===== src/rtl/cca_pkg.sv =====
package cca_pkg;
  localparam int unsigned CCA_CH_DEF   = 8;
  localparam int unsigned CCA_SYNC_DEF = 2;
endpackage


===== src/rtl/cca_edge_sync.sv =====
module cca_edge_sync #(
  parameter int unsigned N_CH        = 8,
  parameter int unsigned SYNC_STAGES = 2
) (
  input  logic            clk,
  input  logic            rst_n,
  input  logic [N_CH-1:0] req_n_i,
  output logic [N_CH-1:0] fall_o
);
  logic [N_CH-1:0] stage_q [SYNC_STAGES];
  logic [N_CH-1:0] prev_q;

  genvar s;
  generate
    for (s = 0; s < SYNC_STAGES; s++) begin : g_stage
      always_ff @(posedge clk or negedge rst_n) begin
        if (!rst_n) stage_q[s] <= '1;
        else if (s == 0) stage_q[s] <= req_n_i;
        else stage_q[s] <= stage_q[(s == 0) ? 0 : s-1];
      end
    end
  endgenerate

  always_ff @(posedge clk or negedge rst_n) begin
    if (!rst_n) prev_q <= '1;
    else prev_q <= stage_q[SYNC_STAGES-1];
  end

  assign fall_o = prev_q & ~stage_q[SYNC_STAGES-1];

  // a detected fall must not persist into the next cycle
  AST_FALL_SINGLE: assert property (@(posedge clk) disable iff (!rst_n)
    (fall_o != '0) |=> ((fall_o & $past(fall_o)) == '0));
endmodule


===== src/rtl/cca_lock.sv =====
module cca_lock #(
  parameter int unsigned N_CH = 8
) (
  input  logic            clk,
  input  logic            rst_n,
  input  logic [N_CH-1:0] fall_i,
  input  logic            enable_i,
  input  logic            seq_clear_i,
  output logic [N_CH-1:0] flags_o,
  output logic            captured_o
);
  function automatic logic [N_CH-1:0] lowest_bit(input logic [N_CH-1:0] v);
    return v & (~v + {{(N_CH-1){1'b0}}, 1'b1});
  endfunction

  logic [N_CH-1:0] flags_q;
  logic            cap_q;
  logic [N_CH-1:0] winner;
  logic            armed;

  assign winner = lowest_bit(fall_i);
  assign armed  = enable_i && !seq_clear_i && (flags_q == '0);

  always_ff @(posedge clk or negedge rst_n) begin
    if (!rst_n) begin
      flags_q <= '0;
      cap_q   <= 1'b0;
    end else if (seq_clear_i) begin
      flags_q <= '0;
      cap_q   <= 1'b0;
    end else if (armed && (winner != '0)) begin
      flags_q <= winner;
      cap_q   <= 1'b1;
    end else begin
      cap_q   <= 1'b0;
    end
  end

  assign flags_o    = flags_q;
  assign captured_o = cap_q;

  AST_ONE_FLAG: assert property (@(posedge clk) disable iff (!rst_n)
    $onehot0(flags_q));
  AST_CLEAR_WINS: assert property (@(posedge clk) disable iff (!rst_n)
    seq_clear_i |=> (flags_q == '0));
  AST_HOLD_EVENT: assert property (@(posedge clk) disable iff (!rst_n)
    ((flags_q != '0) && !seq_clear_i) |=> $stable(flags_q));
  AST_NO_EN: assert property (@(posedge clk) disable iff (!rst_n)
    (!enable_i && (flags_q == '0)) |=> (flags_q == '0));
  AST_FROM_FALL: assert property (@(posedge clk) disable iff (!rst_n)
    ((flags_q != '0) && ($past(flags_q) == '0)) |-> ((flags_q & $past(fall_i)) != '0));
  AST_LOWEST: assert property (@(posedge clk) disable iff (!rst_n)
    ((flags_q != '0) && ($past(flags_q) == '0)) |-> ((($past(fall_i)) & (flags_q - 1'b1)) == '0));
endmodule


===== src/rtl/chan_capture_arbiter.sv =====
module chan_capture_arbiter #(
  parameter int unsigned N_CH        = cca_pkg::CCA_CH_DEF,
  parameter int unsigned SYNC_STAGES = cca_pkg::CCA_SYNC_DEF,
  localparam int unsigned IDX_W      = (N_CH > 1) ? $clog2(N_CH) : 1
) (
  input  logic             clk,
  input  logic             rst_n,
  input  logic [N_CH-1:0]  req_n_i,
  input  logic             enable_i,
  input  logic             seq_clear_i,
  output logic [N_CH-1:0]  grant_oh_o,
  output logic [IDX_W-1:0] grant_idx_o,
  output logic             captured_o
);
  function automatic logic [IDX_W-1:0] onehot_index(input logic [N_CH-1:0] v);
    logic [IDX_W-1:0] r;
    r = '0;
    for (int i = 0; i < N_CH; i++) begin
      if (v[i]) r = r | IDX_W'(i);
    end
    return r;
  endfunction

  logic [N_CH-1:0] fall_w;
  logic [N_CH-1:0] flags_w;

  cca_edge_sync #(.N_CH(N_CH), .SYNC_STAGES(SYNC_STAGES)) u_sync (
    .clk     (clk),
    .rst_n   (rst_n),
    .req_n_i (req_n_i),
    .fall_o  (fall_w)
  );

  cca_lock #(.N_CH(N_CH)) u_lock (
    .clk         (clk),
    .rst_n       (rst_n),
    .fall_i      (fall_w),
    .enable_i    (enable_i),
    .seq_clear_i (seq_clear_i),
    .flags_o     (flags_w),
    .captured_o  (captured_o)
  );

  assign grant_oh_o  = flags_w;
  assign grant_idx_o = onehot_index(flags_w);

  AST_IDX_MATCH: assert property (@(posedge clk) disable iff (!rst_n)
    (grant_oh_o == '0) ? (grant_idx_o == '0) : grant_oh_o[grant_idx_o]);
  AST_CAP_PULSE: assert property (@(posedge clk) disable iff (!rst_n)
    captured_o |-> ((grant_oh_o != '0) && ($past(grant_oh_o) == '0)));
  AST_CAP_ONCE: assert property (@(posedge clk) disable iff (!rst_n)
    captured_o |=> !captured_o);
endmodule


===== config.mk =====
export PLATFORM = sky130hd
export DESIGN_NAME = chan_capture_arbiter
export DESIGN_NICKNAME = d
export VERILOG_FILES = /design/src/rtl/cca_pkg.sv /design/src/rtl/cca_edge_sync.sv /design/src/rtl/cca_lock.sv /design/src/rtl/chan_capture_arbiter.sv
export SDC_FILE = /design/constraint.sdc
export NUM_CORES = 1
export LEC_CHECK = 0
export BUFFER_PORTS_ARGS = -buffer_cell sky130_fd_sc_hd__buf_4
export CORE_MARGIN = 2
export CORE_UTILIZATION = 45
export DETAILED_ROUTE_END_ITERATION = 16
export PLACE_DENSITY_LB_ADDON = 0.08
export SLEW_MARGIN = 10
export SYNTH_ARGS = -nofsm -noshare
export SYNTH_HDL_FRONTEND = slang
export SYNTH_SLANG_ARGS = --single-unit

===== constraint.sdc =====
create_clock -name clk -period 1.28 [get_ports clk]
set_input_delay 0.128 -clock clk [delete_from_list [all_inputs] [get_ports clk]]
set_output_delay 0.128 -clock clk [all_outputs]
set_load 0.05 [all_outputs]

# Yosys cells after proc, flatten, opt, wreduce, memory -nomap -nowiden
# Index checks and enable logic that the tools add are counted.
[word_totals]
in_bits = 12
reg_bits = 33
output_inout_bits = 12
word_cells = 28
[op_classes]
bitwise_logic = 4
n_addsub = 1
reduce_logical = 7
n_mux = 11
[ops]
columns = ["operator", "count"]
rows = [
  ["8-bit bitwise AND", 2],
  ["8-bit 2-to-1 mux", 2],
  ["8-bit NOT", 2],
  ["3-bit 2-to-1 mux", 4],
  ["8-bit by 1-bit adder with 8-bit output (second input constant)", 1],
  ["8-bit zero test", 1],
  ["8-bit nonzero test", 1],
  ["2-bit 2-to-1 mux", 2],
  ["1-bit logical AND", 3],
  ["1-bit 2-to-1 mux", 3],
  ["2-bit nonzero test", 1],
  ["1-bit zero test", 1],
]

# Longest topological paths before layout
# Gate-level depths: netlist (run 1).
[logic_depth]
depth_word = 9
depth_mapped = 3
ltp_nobuf = 3

# Modules after synthesis
# From an unflattened synthesis (run 1), not the netlist that was laid out.
[unflattened]
cells_unflattened = 72
area_unflattened_um2 = 1183.6
[modules_own_cells]
columns = ["mod", "n_inst", "seq_area_each_um2", "area_each_um2", "cells_each"]
rows = [
  ["cca_edge_sync", 1, 630.6, 740.7, 32],
  ["cca_lock", 1, 225.2, 420.4, 37],
  ["chan_capture_arbiter", 1, 0.0, 22.5, 3],
]

# Least setup slack after synthesis (run 1)
# Ideal clock, no wire load.
[synth_timing]
path_kind = "reg-to-output"
startpoint = "register u_lock.flags_q[3] (netlist: u_lock.flags_o[3])"
endpoint = "output port grant_idx_o[0]"
required_ns = 1.152
n_path_buf = 0
path_stages_with_launch = 2
path_slack_ns = -0.280
t_arrival_ns = 1.432
path_cell_list = "dfrtp_1 -> or4_1"
[synth_via]
elab_chain_cells = 5
[synth_rtl]
columns = ["item", "line_no", "rtl"]
rows = [
  ["start, declared", "cca_lock.sv:16", "logic [N_CH-1:0] flags_q;"],
  ["start signal, assigned", "cca_lock.sv:32", "flags_q <= winner;"],
  ["2-bit 2-to-1 mux", "chan_capture_arbiter.sv:19", "if (v[i]) r = r | IDX_W'(i);"],
  ["3-bit 2-to-1 mux (4 in a row)", "chan_capture_arbiter.sv:19", ""],
  ["end, declared", "chan_capture_arbiter.sv:12", "output logic [IDX_W-1:0] grant_idx_o,"],
]
# Every way passes these cells.

# Worst setup path in the final report (run 1)
[layout_timing]
startpoint = "register u_lock.flags_q[7] (netlist: u_lock.flags_o[7])"
endpoint = "output port grant_idx_o[0]"
[layout_via]
elab_chain_cells = 1
[layout_rtl]
columns = ["item", "line_no"]
rows = [
  ["3-bit 2-to-1 mux", "chan_capture_arbiter.sv:19"],
]
# Every way passes these cells.

==> key figures, run 1 <==
Flow run
  • MaxCap Viol Count: 0

Timing
  • Maximum clock frequency: 626 MHz
  • Slew @ Worst Pin: a little under 0.4 ns
  • Unrepaired setup endpoints after global routing: yes
  • Post-layout min period: 1.60 ns
  • # setup viols final: 12
  • Worst Setup Slack, final: -0.316 ns
  • Pins Over Slew Limit: 0
  • Final Hold Vio Count: 0
  • Relative slew slack: approximately three quarters
  • Worst Skew: 0.00745 ns
  • Period utilization: 125%

Critical path
  • WP data required: 1.15 ns
  • Crit Path Class: reg -> out
  • CP Data Arrival Time: 1.47 ns
  • CP Max Fanout: 5
  • Setup crit end kind: primary output
  • Critical path launch point: u_lock.flags_o[7]
  • Worst r2r src: u_lock.flags_o[3]
  • Worst Setup Start Kind: register

Drt
  • Drt first pass iters: 3
  • Routed WL per cell: 12.9 um
  • Met2 WL: 1000 um
  • WL final: 2000 um
  • ANT nets after route: 0
  • Number of remaining DRC errors: 0
  • Top Layer Used: met4
  • WL met1: 805 um
  • Routed vias/inst: 4.92
  • Via count: 763
  • DR WL met3: 137 um
  • Drt initial violations: 8

Synthesis
  • Synth Area in Adders: 0%
  • Syn Inst Count: between 70 and 80
  • Top FF cell, synth: dfstp_2
  • Synth Area in Compound Gates: 6.91%
  • Count leader, synth: dfstp_2
  • Top cells by area, synth: dfstp_2, dfrtp_1, nand2b_1
  • XOR/XNOR Fraction of Synth Area: 0%
  • Yosys Warn Count: 0
  • Synth area leader: dfstp_2
  • Post-synth top area share: 53.6%
  • Post-synthesis sequential area ratio: 72.7%
  • Synth Area in Simple Gates: 19.4%
  • Synthesized cell area: 1180 um^2
  • Syn_nets: 88
  • EDFF count, synth: 0
  • Synth async-reset ratio: 100%
  • Average cell area after synthesis: about 15 um^2
  • Largest family of logic cells by synthesized area: simple AND/OR/NAND/NOR gates
  • #FFs+latches synth: 33
  • Mux contribution to synthesized area: 0%
  • Post-synth cell types: 22
  • Synth top cells by count: dfstp_2, nand2b_1, dfrtp_1

Final layout
  • Non-filler instance count after layout: 155
  • Finished Cell Area: 1690 um^2
  • Ant. Diodes: 0
  • Nets: 136
  • Filler instances: between 150 and 200
  • Finished Core Util: 68.4%
  • Area growth from synthesis to layout: 43.9%
  • Layout cell share with drive strength beyond 1: 64.8%

Clock tree
  • CTS sink cnt: 33
  • Clk_lat worst skew: between 0.3 and 0.4 ns
  • Cts bufs inserted: 5
  • CTS tree: done
  • Worst-path clk slew: about 0.09 ns
  • CTS H-tree depth: 2
  • Max Buffers Root-to-Sink: 2
  • Root Buffer: clkbuf_4

Placed design
  • Placed cells: 134
  • Placed instance area: ~1500 um^2
  • Port Buffers: 23
  • Placer Congestion: 0.681
  • DP HPWL: 1290 um

Pwr
  • Leakage power: 0.745 nW
  • Max rail drop VDD: 0.00109 V
  • PD cells: about 1200 nW/um^2

Die
  • Boundary Pins: 24
  • Core area: ~2500 um^2
  • Row count: 18
  • Initial Util: 47.5%
  • Die ar.: 3040 um^2
  • Die Ht: 55.2 um
  • Die W: 55.2 um

Outcome
  • Violated checks: negative setup slack
  • Run status: finished with violations

Global route
  • Largest net degree at the start of global routing: 34
  • GRT Util Overall: 16.7%
  • First-pass GRT wire length: approximately 3200 um
  • Gr ovfl total: 0
  • Antenna violations before repair: 0
  • Vias in the first global route: between 700 and 800

Hold path
  • Hold WC Path Type: in -> reg
  • Hold Crit Start: enable_i
[timing repair]
action,CTS,global route
setup buffers,3,0
hold buffers,10,0
endpoints found under the hold margin,18,0
pin swaps,4,6
resized for setup,8,3
setup endpoints to repair,11,12
[registers in the layout (all words and copies together) (netlist names)]
signal             count
u_sync.prev_q          8
u_sync.stage_q        16
u_lock.flags_o         8
u_lock.captured_o      1
[cell families after synthesis]
kind of cell	count (synthesis)
AO/OA/AOI/OAI	10
buffers and inverters	3
flip-flops	33
AND/OR/NAND/NOR	30
[layout by cell type, fill, tap and decap left out, types with 2 or more instances in the layout]
| cell | n |
|---|---|
| clkbuf_4 | 5 |
| nor2b_1 | 5 |
| dfstp_2 | 24 |
| buf_6 | 4 |
| nand2_1 | 2 |
| nor2_1 | 2 |
| inv_1 | 3 |
| dfrtp_1 | 2 |
| o31ai_2 | 3 |
| dlygate4sd3_1 | 10 |
| clkbuf_8 | 2 |
| dfrtp_2 | 7 |
| nand2b_1 | 10 |
| or4_4 | 2 |
| a31oi_1 | 2 |
| buf_4 | 26 |
| nand3_1 | 2 |
[per-layer routing]
layer	vias to the layer above	GRT usage, %
met4	0	10.2
met5	-	0
met2	28	27.0
li1	366	-
met3	6	7.26
met1	363	17.9
[stage by stage]
step / hold WS (ns) / power (mW) / TNS, ns / setup slack [ns]
after detailed placement: 0.0808 / 1.44 / -0.382 / -0.0641
final: 0.255 / 2.11 / -2.11 / -0.316
after global placement: 0.0749 / 1.43 / -0.144 / -0.0308
after CTS: 0.246 / 2.14 / -1.83 / -0.326
after global routing: 0.255 / 2.21 / -2.88 / -0.366
after floorplan: -0.168 / 1.32 / -0.584 / -0.0691
[path summary, 6_finish.rpt]
| path | end | slack, ns | depth (start not counted) |
|---|---|---|---|
| setup / recovery | grant_idx_o[0] | -0.32 | 2 |
| min in group asynchronous | u_lock.flags_o[0] | 0.27 | 2 |
| max in group asynchronous | u_sync.stage_q[10] | 0.69 | 2 |
| hold reg to reg | u_sync.stage_q[0] | 0.35 | 0 |
| hold / removal | u_lock.flags_o[2] | 0.25 | 4 |
| setup reg to reg | u_lock.flags_o[5] | -0.17 | 4 |
[critical path, stage by stage, from the launching register on]
cell and delay (ns):
dfrtp_2 0.46, or4_4 0.52, buf_6 0.17
[layout make-up]
type | instances | area [um^2] | share of cell area [%]
Timing Repair Buffer | 41 | 355 | 21.0
Clock inverter | 1 | 5.00 | 0.295
Sequential cell | 33 | 865 | 51.0
Tap cell | 30 | 37.5 | 2.22
Multi-Input combinational cell | 40 | 355 | 21.0
Clock buffer | 7 | 65.1 | 3.84
Inverter | 3 | 11.3 | 0.665
[power by group]
| part | total [mW] | internal, mW | switching [mW] |
|---|---|---|---|
| Sequential | 1.15 | 1.12 | 0.0273 |
| Combinational | 0.326 | 0.145 | 0.180 |
| Clock | 0.636 | 0.318 | 0.318 |
Note: power is estimated with default switching activity, not from simulation.
==> inputs of run 2 (changes only) <==
--- a/config.mk
+++ b/config.mk
@@ -10,6 +10,7 @@
 export CORE_UTILIZATION = 45
 export DETAILED_ROUTE_END_ITERATION = 16
 export PLACE_DENSITY_LB_ADDON = 0.08
+export SETUP_SLACK_MARGIN = 0.5
 export SLEW_MARGIN = 10
 export SYNTH_ARGS = -nofsm -noshare
 export SYNTH_HDL_FRONTEND = slang
==> run 2 against run 1 <==
Against the previous run: the flow still finishes with violations (negative setup slack); sequential share of layout area decreased by 4.2 points; flip-flop and latch count is the same; register-to-register slack worse by 0.04 ns; cell count grew 6.5%; critical endpoint unchanged.
==> key figures, run 2 (same netlist as run 1, synthesis figures left out) <==
Final layout
  • Ant. Diodes: 0
  • Area growth from synthesis to layout: 56.6%
  • Max reg flops: 16
  • Finished Cell Area: 1840 um^2
  • Non-filler instance count after layout: 165
  • Multi-input combinational cell area: 360 um^2
  • Nets: around 150
  • Filler instances: 166
  • Commonest cells after routing, fill and taps aside: dfstp_2, buf_4, nand2b_1, dlygate4sd3_1, buf_6
  • Commonest non-fill, non-tap cell in the layout: dfstp_2
  • Register area: 865 um^2
  • Layout cell share with drive strength beyond 1: between 60% and 70%
  • Most flops, register: u_sync.stage_q

Critical path
  • Crit path max-delay family: simple AND/OR/NAND/NOR gates
  • CP Data Arrival Time: ~1.5 ns
  • Worst r2r src: u_lock.flags_o[6]
  • Crit Path Class: reg -> out
  • CP max stage cell: or4_4
  • Reg2reg path depth: 5
  • Critical path cell sequence: or4_4 -> buf_6
  • CP peak stage delay: 0.54 ns
  • Internal reg-to-reg setup slack: -0.21 ns
  • Setup crit end kind: primary output
  • Worst Path Buf+Inv: 1
  • CP Max Fanout: 4
  • Worst Setup Start Kind: register
  • RR Endpoint: u_lock.flags_o[1]
  • WP data required: 1.15 ns

Global route
  • Vias in the first global route: approximately 770
  • First-pass GRT wire length: 3370 um
  • Antenna violations before repair: 0
  • Gr ovfl total: 0
  • Largest net degree at the start of global routing: 34
  • GRT Util Overall: between 10% and 20%

Hold path
  • Hold Crit Start: seq_clear_i
  • Hold WC Path Type: in -> reg
  • Worst min-delay path endpoint: u_lock.flags_o[1]
  • Worst Hold Path Cells: 2

Timing
  • Relative slew slack: 74.1%
  • Maximum clock frequency: 626 MHz
  • Unrepaired setup endpoints after global routing: yes
  • Slew @ Worst Pin: just under 0.4 ns
  • Post-layout min period: 1.60 ns
  • Final Hold Vio Count: 0
  • Worst Setup Slack, final: -0.317 ns
  • Worst Skew: 0.0152 ns
  • Period utilization: 125%
  • # setup viols final: 14
  • Pins Over Slew Limit: 0

Drt
  • Number of remaining DRC errors: 0
  • WL final: 2210 um
  • Routed WL per cell: 13.4 um
  • Drt first pass iters: 3
  • Routed vias/inst: 4.93
  • Via count: 813
  • Drt initial violations: 7
  • ANT nets after route: 0

Clock tree
  • Worst-path clk slew: 0.10 ns
  • Root Buffer: clkbuf_4
  • Max Buffers Root-to-Sink: 2
  • Clk_lat worst skew: 0.34 ns
  • Cts bufs inserted: 5
  • CTS tree: done
  • CTS sink cnt: 33
  • CTS H-tree depth: 2

Die
  • Row count: 18
  • Initial Util: a little under half
  • Boundary Pins: 24
  • Core area: 2480 um^2
  • Die Ht: 55.2 um
  • Die W: 55.2 um
  • Die ar.: 3040 um^2

Placed design
  • Placed cells: roughly 140
  • DP HPWL: 1410 um
  • Place WS: -0.0940 ns
  • Placer Congestion: 0.711
  • Port Buffers: 23
  • Placed instance area: roughly 1500 um^2

Outcome
  • Run status: finished with violations
  • Violated checks: negative setup slack

Pwr
  • PD cells: 1120 nW/um^2
  • Leakage power: 0.810 nW
  • Max rail drop VDD: around 0.0011 V

Flow run
  • MaxCap Viol Count: 0
[run 2: final cells by class]
cell class | instances | area share (%)
inverters | 3 | 0.611
clock inverters | 2 | 0.543
well taps | 30 | 2.04
repair buffers | 51 | 28.2
multi-input cells | 40 | 19.5
flip-flops and latches | 33 | 46.9
clock buffers | 6 | 2.24
[run 2: what timing repair did]
action / 4_1_cts / 5_1_grt
hold endpoints to repair: 18 / 0
gates resized for setup: 29 / 3
setup endpoints to repair: 21 / 21
hold buffers: 10 / 0
setup buffers: 8 / 4
pin swaps: 7 / 2
[run 2: power by group]
group / switching (mW) / internal (mW)
Combinational: 0.191 / 0.178
Sequential: 0.0278 / 1.12
Clock: 0.328 / 0.209
Total: 0.546 / 1.51
[run 2: worst max-delay path by stage]
stage / slack [ns] / endpoint / startpoint / cells after the start
6_report: -0.32 / grant_idx_o[0] / u_lock.flags_o[3] / 2
5_1_grt: -0.36 / grant_idx_o[2] / u_lock.flags_o[6] / 4
4_1_cts: -0.34 / grant_idx_o[1] / u_lock.flags_o[3] / 2
3_5_place_dp: -0.09 / u_lock.flags_o[5] / u_lock.flags_o[7] / 3
3_3_place_gp: -0.03 / u_lock.captured_o / u_sync.stage_q[3] / 3
2_1_floorplan: -0.07 / u_lock.flags_o[1] / u_lock.flags_o[4] / 3
[run 2: per-stage QoR]
stage / util (%) / setup TNS, ns / hold WS, ns / power (mW)
CTS: 72.5 / -2.40 / 0.0155 / 2.07
detailed placement: 58.8 / -0.487 / 0.0819 / 1.44
finish: 74.4 / -2.51 / 0.0234 / 2.06
global route: 74.4 / -3.39 / 0.0181 / 2.15
global placement: 58.8 / -0.117 / 0.0756 / 1.43
floorplan: - / -0.571 / -0.168 / 1.32
[run 2: worst reg2reg max path: stages (launching register included)]
cell,delay [ns]
dfrtp_2,0.44
buf_12,0.14
nor4_4,0.29
buf_4,0.18
nand3_4,0.14
o32ai_2,0.23
[run 2: routing by layer]
metal,GRT usage [%],routed length [um]
met5,0,0
met4,8.54,46
met3,8.87,125
met2,30.0,1200
met1,17.9,837
==> inputs of run 3 (changes only) <==
==> constraint.sdc (replaced) <==
create_clock -name clk -period 1.28 [get_ports clk]
set_input_delay 0.256 -clock clk [delete_from_list [all_inputs] [get_ports clk]]
set_output_delay 0.256 -clock clk [all_outputs]
set_load 0.05 [all_outputs]
==> run 3 against run 2 <==
Against the previous run: the run still ends with negative setup slack left; total power rose by 5.1%; final area fell by 2.6%; clock skew fell by 0.0067 ns; maximum frequency fell by 8.4%; hold slack improved by 0.014 ns; cell count fell by 4.8%; count of clock-buffer cells in the layout rose by 1; first-iteration DRC count rose by 100%; worst setup slack got worse by 0.15 ns; die area did not move; critical path depth did not move; largest power group unchanged.
==> key figures, run 3 (same netlist as run 1, synthesis figures left out) <==
Clock tree
  • Worst-path clk slew: about 0.10 ns
  • Max Buffers Root-to-Sink: 2
  • Clk_lat worst skew: 0.32 ns
  • CTS tree: done
  • CTS sink cnt: 33
  • Cts bufs inserted: 5
  • Root Buffer: clkbuf_4
  • CTS H-tree depth: 2

Critical path
  • Crit Path Class: reg -> out
  • Reg2reg path depth: 5
  • RR Endpoint: u_lock.flags_o[1]
  • Internal reg-to-reg setup slack: -0.31 ns
  • Setup crit end kind: primary output
  • WP data required: a little over 1 ns
  • CP Data Arrival Time: about 1.5 ns
  • Worst r2r src: u_lock.flags_o[1]
  • Worst Setup Start Kind: register
  • CP Max Fanout: 3

Drt
  • Routed WL per cell: 14.3 um
  • Via count: roughly 800
  • Number of remaining DRC errors: 0
  • Routed vias/inst: 5.11
  • ANT nets after route: 0
  • WL final: 2250 um
  • Drt initial violations: 14
  • Drt first pass iters: 4

Timing
  • Relative slew slack: approximately 75%
  • Pins Over Slew Limit: 0
  • Unrepaired setup endpoints after global routing: yes
  • Post-layout min period: 1.74 ns
  • Maximum clock frequency: around 570 MHz
  • Period utilization: 136%
  • Final Hold Vio Count: 0
  • Slew @ Worst Pin: 0.372 ns
  • Worst Skew: 0.00850 ns
  • Setup_tns: -4.08 ns
  • Worst Setup Slack, final: -0.464 ns
  • # setup viols final: 16
  • Hold WS: between 0.03 and 0.04 ns

Final layout
  • Non-filler instance count after layout: 157
  • Max reg flops: 16
  • Commonest non-fill, non-tap cell in the layout: dfstp_2
  • Layout cell share with drive strength beyond 1: 74.8%
  • Ant. Diodes: 0
  • Finished Core Util: 72.5%
  • Area growth from synthesis to layout: 52.6%
  • Commonest cells after routing, fill and taps aside: dfstp_2, buf_4, buf_8, nand2b_1, buf_6
  • Nets: 138
  • Finished Cell Area: 1800 um^2
  • Most flops, register: u_sync.stage_q

Die
  • Die Ht: approximately 55 um
  • Die ar.: 3040 um^2
  • Boundary Pins: 24
  • Die W: 55.2 um
  • Core area: about 2500 um^2
  • Row count: 18
  • Initial Util: 47.5%

Flow run
  • MaxCap Viol Count: 0

Global route
  • Antenna violations before repair: 0
  • Gr ovfl total: 0
  • Largest net degree at the start of global routing: 34
  • GRT Util Overall: approximately 17%
  • First-pass GRT wire length: 3520 um
  • Vias in the first global route: 787

Hold path
  • Worst min-delay path endpoint: u_sync.stage_q[15]
  • Worst Hold Path Cells: 1
  • Hold Crit Start: req_n_i[7]
  • Hold WC Path Type: in -> reg

Placed design
  • Place WS: -0.132 ns
  • Placed cells: 139
  • DP HPWL: 1370 um
  • Port Buffers: 23
  • Placed instance area: 1490 um^2
  • Placer Congestion: 0.692

Outcome
  • Run status: finished with violations
  • Violated checks: negative setup slack

Pwr
  • Leakage power: 0.784 nW
  • PD cells: 1200 nW/um^2
  • Final Power: 2.16 mW
  • Max rail drop VDD: slightly below 0.001 V
[run 3: worst max-delay path, stage by stage (launching register included)]
cell and delay (ns):
dfrtp_2 0.44, or4_4 0.56, buf_8 0.17
[run 3: worst max-delay path by stage]
stage                     depth (start not counted)             end              start
after floorplan                                   1  grant_idx_o[1]  u_lock.flags_o[7]
after global placement                            2  grant_idx_o[1]  u_lock.flags_o[7]
after detailed placement                          2  grant_idx_o[1]  u_lock.flags_o[7]
after CTS                                         2  grant_idx_o[1]  u_lock.flags_o[2]
after global routing                              2  grant_idx_o[1]  u_lock.flags_o[7]
final                                             2  grant_idx_o[1]  u_lock.flags_o[7]
[run 3: repair_timing]
item,4_1_cts,5_1_grt
setup endpoints to repair,21,54
pin swaps,4,3
resized for setup,25,13
buffers inserted,4,5
hold buffers,1,0
endpoints found under the hold margin,9,0
[run 3: layout make-up]
cell class,instances,area (um^2)
timing repair buffer,43,445
multi-input combinational,40,365
clock inverter,1,5.00
inverter,3,11.3
sequential,33,867
fill,158,681
tap,30,37.5
clock buffer,7,65.1
[run 3: power by group]
part | internal [mW] | switching [mW] | total [mW]
Combinational | 0.172 | 0.196 | 0.368
Sequential | 1.12 | 0.0266 | 1.15
Clock | 0.318 | 0.324 | 0.642
[run 3: layer usage]
metal  up-vias  wire length [um]  track usage (%)
li1        372                 -                -
met1       399               887             19.7
met2        26              1200             30.2
met3         5               121             4.84
met4         0                35             8.54
met5         -                 0                0
